File: src/rtl/br_pkg.sv
package br_pkg;

  localparam int BR_STATIONS = 8;

  typedef enum logic [1:0] {
    BR_EQ  = 2'd0,
    BR_NE  = 2'd1,
    BR_GEZ = 2'd2,
    BR_GTZ = 2'd3
  } brOp_e;

  // Strobes from control to datapath
  typedef struct packed {
    logic [BR_STATIONS-1:0] allocOH;   // slot written by an issue
    logic [BR_STATIONS-1:0] evalOH;    // slot chosen for evaluation
    logic [BR_STATIONS-1:0] clearMask; // slots freed this edge
    logic                   fire;      // chosen slot survives the flush
  } brStrobes_t;

endpackage

File: src/rtl/br_ctrl.sv
module br_ctrl
  import br_pkg::*;
#(
  parameter int N = BR_STATIONS
) (
  input  logic         clk,
  input  logic         rstN,
  input  logic         issueValid,
  input  logic [N-1:0] opsReady,
  input  logic [N-1:0] flushHit,
  output brStrobes_t   strobes,
  output logic [N-1:0] entryValid,
  output logic         issueReady
);

  logic [N-1:0] validQ;
  logic [N-1:0] allocOH;
  logic [N-1:0] evalOH;
  logic [N-1:0] candidates;
  logic [N-1:0] clearMask;

  // lowest free slot for a new branch
  always_comb begin
    allocOH = '0;
    for (int i = N - 1; i >= 0; i--) begin
      if (!validQ[i]) allocOH = N'(1) << i;
    end
    if (!issueValid) allocOH = '0;
  end

  // lowest ready slot for evaluation
  assign candidates = validQ & opsReady;
  always_comb begin
    evalOH = '0;
    for (int i = N - 1; i >= 0; i--) begin
      if (candidates[i]) evalOH = N'(1) << i;
    end
  end

  assign clearMask = evalOH | (flushHit & validQ);

  always_ff @(posedge clk or negedge rstN) begin
    if (!rstN) validQ <= '0;
    else       validQ <= (validQ & ~clearMask) | allocOH;
  end

  assign strobes.allocOH   = allocOH;
  assign strobes.evalOH    = evalOH;
  assign strobes.clearMask = clearMask;
  assign strobes.fire      = |(evalOH & ~flushHit);
  assign entryValid        = validQ;
  assign issueReady        = ~&validQ;

endmodule

File: src/rtl/br_datapath.sv
module br_datapath
  import br_pkg::*;
#(
  parameter int N      = BR_STATIONS,
  parameter int DATA_W = 32,
  parameter int ADDR_W = 32,
  parameter int TAG_W  = 4
) (
  input  logic              clk,
  input  logic              rstN,
  input  brStrobes_t        strobes,
  input  logic [1:0]        issueOp,
  input  logic              issuePredTaken,
  input  logic [ADDR_W-1:0] issuePc,
  input  logic [ADDR_W-1:0] issueAltAddr,
  input  logic [TAG_W-1:0]  issueRobTag,
  input  logic              issueSrcAReady,
  input  logic [DATA_W-1:0] issueSrcAVal,
  input  logic [TAG_W-1:0]  issueSrcATag,
  input  logic              issueSrcBReady,
  input  logic [DATA_W-1:0] issueSrcBVal,
  input  logic [TAG_W-1:0]  issueSrcBTag,
  input  logic              cdbValid,
  input  logic [TAG_W-1:0]  cdbTag,
  input  logic [DATA_W-1:0] cdbData,
  input  logic              flushValid,
  input  logic [TAG_W-1:0]  flushFrom,
  input  logic [TAG_W-1:0]  flushTo,
  output logic [N-1:0]      opsReady,
  output logic [N-1:0]      flushHit,
  output logic              resolveValid,
  output logic              mispredict,
  output logic [ADDR_W-1:0] redirectAddr,
  output logic [TAG_W-1:0]  squashTag,
  output logic [ADDR_W-1:0] updPc,
  output logic              updTaken
);

  localparam logic [TAG_W-1:0] SPARE_SLOTS = TAG_W'(2);

  logic [DATA_W-1:0] aValQ [N];
  logic [DATA_W-1:0] bValQ [N];
  logic [TAG_W-1:0]  aTagQ [N];
  logic [TAG_W-1:0]  bTagQ [N];
  logic [TAG_W-1:0]  robTagQ [N];
  logic [1:0]        opQ [N];
  logic [ADDR_W-1:0] pcQ [N];
  logic [ADDR_W-1:0] altQ [N];
  logic [N-1:0]      aRdyQ, bRdyQ, predQ;

  // values a new slot starts with, including a same-cycle broadcast
  logic              needB;
  logic              newARdy, newBRdy;
  logic [DATA_W-1:0] newAVal, newBVal;

  always_comb begin
    needB   = (brOp_e'(issueOp) == BR_EQ) || (brOp_e'(issueOp) == BR_NE);
    newARdy = issueSrcAReady || (cdbValid && cdbTag == issueSrcATag);
    newAVal = issueSrcAReady ? issueSrcAVal : cdbData;
    newBRdy = !needB || issueSrcBReady || (cdbValid && cdbTag == issueSrcBTag);
    newBVal = issueSrcBReady ? issueSrcBVal : cdbData;
  end

  always_ff @(posedge clk or negedge rstN) begin
    if (!rstN) begin
      aRdyQ <= '0;
      bRdyQ <= '0;
      predQ <= '0;
      for (int i = 0; i < N; i++) begin
        aValQ[i]   <= '0;
        bValQ[i]   <= '0;
        aTagQ[i]   <= '0;
        bTagQ[i]   <= '0;
        robTagQ[i] <= '0;
        opQ[i]     <= '0;
        pcQ[i]     <= '0;
        altQ[i]    <= '0;
      end
    end else begin
      for (int i = 0; i < N; i++) begin
        if (strobes.allocOH[i]) begin
          opQ[i]     <= issueOp;
          predQ[i]   <= issuePredTaken;
          pcQ[i]     <= issuePc;
          altQ[i]    <= issueAltAddr;
          robTagQ[i] <= issueRobTag;
          aTagQ[i]   <= issueSrcATag;
          bTagQ[i]   <= issueSrcBTag;
          aRdyQ[i]   <= newARdy;
          aValQ[i]   <= newAVal;
          bRdyQ[i]   <= newBRdy;
          bValQ[i]   <= newBVal;
        end else begin
          if (!aRdyQ[i] && cdbValid && cdbTag == aTagQ[i]) begin
            aRdyQ[i] <= 1'b1;
            aValQ[i] <= cdbData;
          end
          if (!bRdyQ[i] && cdbValid && cdbTag == bTagQ[i]) begin
            bRdyQ[i] <= 1'b1;
            bValQ[i] <= cdbData;
          end
        end
      end
    end
  end

  // per-slot readiness and flush window membership
  always_comb begin
    logic [TAG_W-1:0] span;
    logic [TAG_W-1:0] offs;
    span = flushTo - flushFrom;
    for (int i = 0; i < N; i++) begin
      opsReady[i] = aRdyQ[i] & bRdyQ[i];
      offs        = robTagQ[i] - flushFrom;
      flushHit[i] = flushValid && (offs < span);
    end
  end

  // pick the chosen slot's contents
  logic [DATA_W-1:0] selA, selB;
  logic [ADDR_W-1:0] selPc, selAlt;
  logic [TAG_W-1:0]  selTag;
  logic [1:0]        selOp;
  logic              selPred;
  logic              actualTaken;

  always_comb begin
    selA    = '0;
    selB    = '0;
    selPc   = '0;
    selAlt  = '0;
    selTag  = '0;
    selOp   = '0;
    selPred = 1'b0;
    for (int i = 0; i < N; i++) begin
      if (strobes.evalOH[i]) begin
        selA    = selA | aValQ[i];
        selB    = selB | bValQ[i];
        selPc   = selPc | pcQ[i];
        selAlt  = selAlt | altQ[i];
        selTag  = selTag | robTagQ[i];
        selOp   = selOp | opQ[i];
        selPred = selPred | predQ[i];
      end
    end
  end

  always_comb begin
    unique case (brOp_e'(selOp))
      BR_EQ:   actualTaken = (selA == selB);
      BR_NE:   actualTaken = (selA != selB);
      BR_GEZ:  actualTaken = !selA[DATA_W-1];
      BR_GTZ:  actualTaken = !selA[DATA_W-1] && (|selA);
      default: actualTaken = 1'b0;
    endcase
  end

  always_ff @(posedge clk or negedge rstN) begin
    if (!rstN) begin
      resolveValid <= 1'b0;
      mispredict   <= 1'b0;
      redirectAddr <= '0;
      squashTag    <= '0;
      updPc        <= '0;
      updTaken     <= 1'b0;
    end else if (strobes.fire) begin
      resolveValid <= 1'b1;
      mispredict   <= actualTaken ^ selPred;
      redirectAddr <= selAlt;
      squashTag    <= selTag + SPARE_SLOTS;
      updPc        <= selPc;
      updTaken     <= actualTaken;
    end else begin
      resolveValid <= 1'b0;
      mispredict   <= 1'b0;
    end
  end

endmodule

File: src/rtl/branch_resolver.sv
module branch_resolver
  import br_pkg::*;
#(
  parameter int DATA_W = 32,
  parameter int ADDR_W = 32,
  parameter int TAG_W  = 4
) (
  input  logic              clk,
  input  logic              rstN,
  input  logic              issueValid,
  input  logic [1:0]        issueOp,
  input  logic              issuePredTaken,
  input  logic [ADDR_W-1:0] issuePc,
  input  logic [ADDR_W-1:0] issueAltAddr,
  input  logic [TAG_W-1:0]  issueRobTag,
  input  logic              issueSrcAReady,
  input  logic [DATA_W-1:0] issueSrcAVal,
  input  logic [TAG_W-1:0]  issueSrcATag,
  input  logic              issueSrcBReady,
  input  logic [DATA_W-1:0] issueSrcBVal,
  input  logic [TAG_W-1:0]  issueSrcBTag,
  output logic              issueReady,
  input  logic              cdbValid,
  input  logic [TAG_W-1:0]  cdbTag,
  input  logic [DATA_W-1:0] cdbData,
  input  logic              flushValid,
  input  logic [TAG_W-1:0]  flushFrom,
  input  logic [TAG_W-1:0]  flushTo,
  output logic              resolveValid,
  output logic              mispredict,
  output logic [ADDR_W-1:0] redirectAddr,
  output logic [TAG_W-1:0]  squashTag,
  output logic [ADDR_W-1:0] updPc,
  output logic              updTaken
);

  localparam int N = BR_STATIONS;

  brStrobes_t   strobes;
  logic [N-1:0] opsReady;
  logic [N-1:0] flushHit;
  logic [N-1:0] entryValid;

  br_ctrl #(.N(N)) u_ctrl (
    .clk       (clk),
    .rstN      (rstN),
    .issueValid(issueValid),
    .opsReady  (opsReady),
    .flushHit  (flushHit),
    .strobes   (strobes),
    .entryValid(entryValid),
    .issueReady(issueReady)
  );

  br_datapath #(.N(N), .DATA_W(DATA_W), .ADDR_W(ADDR_W), .TAG_W(TAG_W)) u_dp (
    .clk           (clk),
    .rstN          (rstN),
    .strobes       (strobes),
    .issueOp       (issueOp),
    .issuePredTaken(issuePredTaken),
    .issuePc       (issuePc),
    .issueAltAddr  (issueAltAddr),
    .issueRobTag   (issueRobTag),
    .issueSrcAReady(issueSrcAReady),
    .issueSrcAVal  (issueSrcAVal),
    .issueSrcATag  (issueSrcATag),
    .issueSrcBReady(issueSrcBReady),
    .issueSrcBVal  (issueSrcBVal),
    .issueSrcBTag  (issueSrcBTag),
    .cdbValid      (cdbValid),
    .cdbTag        (cdbTag),
    .cdbData       (cdbData),
    .flushValid    (flushValid),
    .flushFrom     (flushFrom),
    .flushTo       (flushTo),
    .opsReady      (opsReady),
    .flushHit      (flushHit),
    .resolveValid  (resolveValid),
    .mispredict    (mispredict),
    .redirectAddr  (redirectAddr),
    .squashTag     (squashTag),
    .updPc         (updPc),
    .updTaken      (updTaken)
  );

endmodule

File: config.mk
export PLATFORM = sky130hd
export DESIGN_NAME = branch_resolver
export DESIGN_NICKNAME = d
export VERILOG_FILES = /design/src/rtl/br_pkg.sv /design/src/rtl/br_ctrl.sv /design/src/rtl/br_datapath.sv /design/src/rtl/branch_resolver.sv
export SDC_FILE = /design/constraint.sdc
export NUM_CORES = 2
export LEC_CHECK = 0
export BUFFER_PORTS_ARGS = -buffer_cell sky130_fd_sc_hd__buf_2
export CORE_MARGIN = 2
export CORE_UTILIZATION = 46
export DETAILED_ROUTE_END_ITERATION = 10
export PLACE_DENSITY_LB_ADDON = 0.2
export SLEW_MARGIN = 20
export SYNTH_ARGS = -nofsm -noshare
export SYNTH_HDL_FRONTEND = slang
export SYNTH_SLANG_ARGS = --single-unit
File: constraint.sdc
create_clock -name clk -period 7.7 [get_ports clk]
set_input_delay 0.77 -clock clk [delete_from_list [all_inputs] [get_ports clk]]
set_output_delay 0.77 -clock clk [all_outputs]
set_load 0.05 [all_outputs]
==> results.toml <==
[floorplanning]
rows = 133
dieArea_mm2 = 0.1347
start_util = 0.4624
io_pins = 266
die_h_um = 367.1
core-area_mm2 = 0.1311
dieWidth_um = 367.1

[global_route]
grt_max_degree = 194
grt_pass1_wl_um = 297000
antenna_found_initial = 33
grt_pass1_vias = 45962
grt.total_usage = 0.2871
gr-total-overflow = 0

[synth]
synth_compound_gate_area_share = 0.1226
ys.flop_type = "dfrtp_1"
yosysMostFrequentCell = "dfrtp_1"
synth.avg_cell_area_um2 = 10.69
synthMuxAreaShare = 0.1982
ys_top_cells_by_count = "dfrtp_1 (1239), mux2_2 (611), nand2_1 (593)"
synth_top_family_by_area = "multiplexers"
synth_area_leaders = "dfrtp_1 (51%), mux2_2 (11%), mux2i_1 (8.5%), nand2_1 (3.7%), o21ai_0 (3.0%)"
yosysWarnings = 0
syn_nets = 5927
yosysTopAreaCellShare = 0.5113
synth_cells = 5672
synth_fa_ha_area_frac = 0.01370
synth_top_cell_by_area = "dfrtp_1"
synth-async-reset-ratio = 1.000
synth-xor-area-share = 0.01704
yosysSeqAreaShare = 0.5113
syn_area_mm2 = 0.06063
yosys.cell_types.count = 65
synth-simple-area-share = 0.1000
synth.ff_latch_count = 1239
synth_edf_count = 0

[finish]
regArea_mm2 = 0.03100
nets = 5901
multi_input_area_mm2 = 0.02759
drive_gt1_frac = 0.2162
fillCellCount = 11796
area_growth_pct = 11.96

[worst_setup_path]
slowest_stage = "and2_4"
crit_fanout = 78
critPathMaxStageDelay_ps = 810
path_buf_inv = 6
worstPathRequired_ps = 8390
end_kind = "flop"
setup.worst_path.start_class = "flop"
critPathTopFamily = "buffers and inverters"
path_common_cell = "buf_4"
arrival_ps = 6090
critPathKind = "reg2reg"
cp_cell_sequence = "buf_4, and3_2, nor4_4, buf_4, and2_4, buf_4, a22o_1, nor4_2, buf_4, inv_4, buf_4, nor2_1, a31oi_1"

[clocking]
cts_hold_buf = 0
htreeDepth = 4
cts_tree = "built"
cts_resized = 0
cts_buffers = 138
path_clk_slew_ps = 60
clk_latency_ps = 780
cts_root_buf = "clkbuf_16"
clk_path_buf_depth = 3
clock_sinks = 1239
post-cts-setup-buffers = 0

[routing]
drt_wl_total_um = 195700
wl_per_cell_um = 26.03
ant_nets = 0
drcViolationCount = 0
vias = 45920
viasPerCell = 6.110
drt_first_iter_violations = 4816
drtPass1Iterations = 8

[place]
hpwlAfterDp_um = 112100
port_buffers = 265
post-place-ws_ps = 2154
gp_congestion = 0.8600

[flow_run]
maxCapViolations = 0

[outcome]
violations = "negative hold slack"
status = "complete, but fails checks"

[sta]
hold_violations = 11
fmax_ghz = 0.1852
rsz0062_at_grt = "no"
finClkSkew_ps = 44.78
hold_slack_ps = -6.247
fin_crit_sh = 0.7012
relSlewSlack = 0.2486
final-setup-viol-count = 0
fin_crit_ps = 5399
worst_slack_ps = 2301
tns_ps = 0
finalMaxSlewViolations = 0
tightestPinTransition_ps = 1127

[power]
power_frac_clock = 0.267
seq_power_share = 0.396
vdd_drop_max_mv = 0.2579
p_leak_nw = 28.65
powerDensity_mw_per_mm2 = 378.8
switching_share = 0.3716
combPwrFrac = 0.337
p_int_w = 0.01616
p_sw_w = 0.009556

[worst_hold_path]
hold_path.class = "in2async"
[power by group through the flow]
stage	clock [W]	combinational, W	sequential, W
finish	0.00687	0.00867	0.0102
global route	0.00725	0.00942	0.0104
CTS	0.00697	0.00862	0.0101
detailed placement	0	0.00862	0.0102
global placement	0	0.00844	0.0102
floorplan	0	0.00548	0.0105
[metal layers]
| layer | routed length [µm] | track usage | vias up |
|---|---|---|---|
| met3 | 15430 | 0.06474 | 398 |
| met5 | 260 | 0 | - |
| li1 | - | - | 20364 |
| met1 | 81900 | 0.3816 | 23386 |
| met4 | 6173 | 0.09852 | 40 |
| met2 | 91890 | 0.4630 | 1732 |
[layout by cell type (no fill, tap or decap), drive strengths merged, types with 20 or more instances in the layout]
cell type and n:
a221oi 169, o21ai 366, ha 52, nor2 467, clkbuf 209, mux2i 513
a222oi 73, nand3 153, xor2 41, nand4 76, and3 21, a221o 44
a31oi 67, inv 41, a21oi 348, xnor2 77, mux2 611, dfrtp 1239
o2bb2ai 20, buf 364, nand2 593
[final timing paths]
check                           startpoint         endpoint  slack, ps  depth (start not counted)
max reg2reg                  u_dp.bRdyQ[3]   u_dp.updPc[15]       2300                         13
min in group clk           issueAltAddr[4]   u_dp.altQ[100]        270                          3
max in group asynchronous             rstN  u_dp.bValQ[229]       5590                          3
min reg2reg                    u_dp.opQ[6]      u_dp.opQ[6]        470                          2
max                          u_dp.bRdyQ[3]   u_dp.updPc[15]       2300                         13
min                                   rstN    u_dp.pcQ[133]         -6                          1
[cell families (layout without fill, tap and decap cells)]
kind of cell	Yosys count	after routing
compound gates	1162	1162
xor+xnor	118	118
fa+ha+maj	61	61
buf+inv	565	647
flops	1239	1239
mux	1124	1124
other cells	0	7
simple gates	1403	1403
[final cells by class]
type | count | area share
Sequential cell | 1239 | 0.4567
Inverter | 35 | 0.001972
Clock inverter | 39 | 0.008552
Multi-Input combinational cell | 3868 | 0.4064
Timing Repair Buffer | 364 | 0.03296
Antenna cell | 7 | 0.0002580
Clock buffer | 209 | 0.06075
Tap cell | 1755 | 0.03235
[worst register-to-register path: stages (launching register included)]
cell and delay (ps):
dfrtp_1 620, buf_4 310, and3_2 210, nor4_4 220
buf_4 490, and2_4 830, buf_4 520, a22o_1 230
nor4_2 50, buf_4 200, inv_4 670, buf_4 660
nor2_1 130, a31oi_1 150
[state kept, by name, summed over array words and instances (netlist names)]
| name | cells |
|---|---|
| u_ctrl.entryValid | 8 |
| u_dp.aRdyQ | 8 |
| u_dp.aTagQ | 32 |
| u_dp.aValQ | 256 |
| u_dp.altQ | 256 |
| u_dp.bRdyQ | 8 |
| u_dp.bTagQ | 32 |
| u_dp.bValQ | 256 |
| u_dp.mispredict | 1 |
| u_dp.opQ | 16 |
| u_dp.pcQ | 256 |
| u_dp.predQ | 8 |
| u_dp.redirectAddr | 32 |
| u_dp.resolveValid | 1 |
| u_dp.robTagQ | 32 |
| u_dp.squashTag | 4 |
| u_dp.updPc | 32 |
| u_dp.updTaken | 1 |
[stage by stage]
| stage | hold WS, ps | power (W) | instance area, µm² | utilization | cells |
|---|---|---|---|---|---|
| 2_1_floorplan | 438.6 | 0.01595 | 60630 | - | 5672 |
| 3_3_place_gp | 454.7 | 0.01859 | 63100 | 0.4812 | 7259 |
| 3_5_place_dp | 455.6 | 0.01883 | 63110 | 0.4812 | 7259 |
| 4_1_cts | 41.54 | 0.02573 | 67810 | 0.5171 | 7507 |
| 5_1_grt | 59.11 | 0.02708 | 67880 | 0.5176 | 7513 |
| 6_report | -6.247 | 0.02571 | 67880 | 0.5177 | 7516 |
Power figures use the tool's default switching activity.
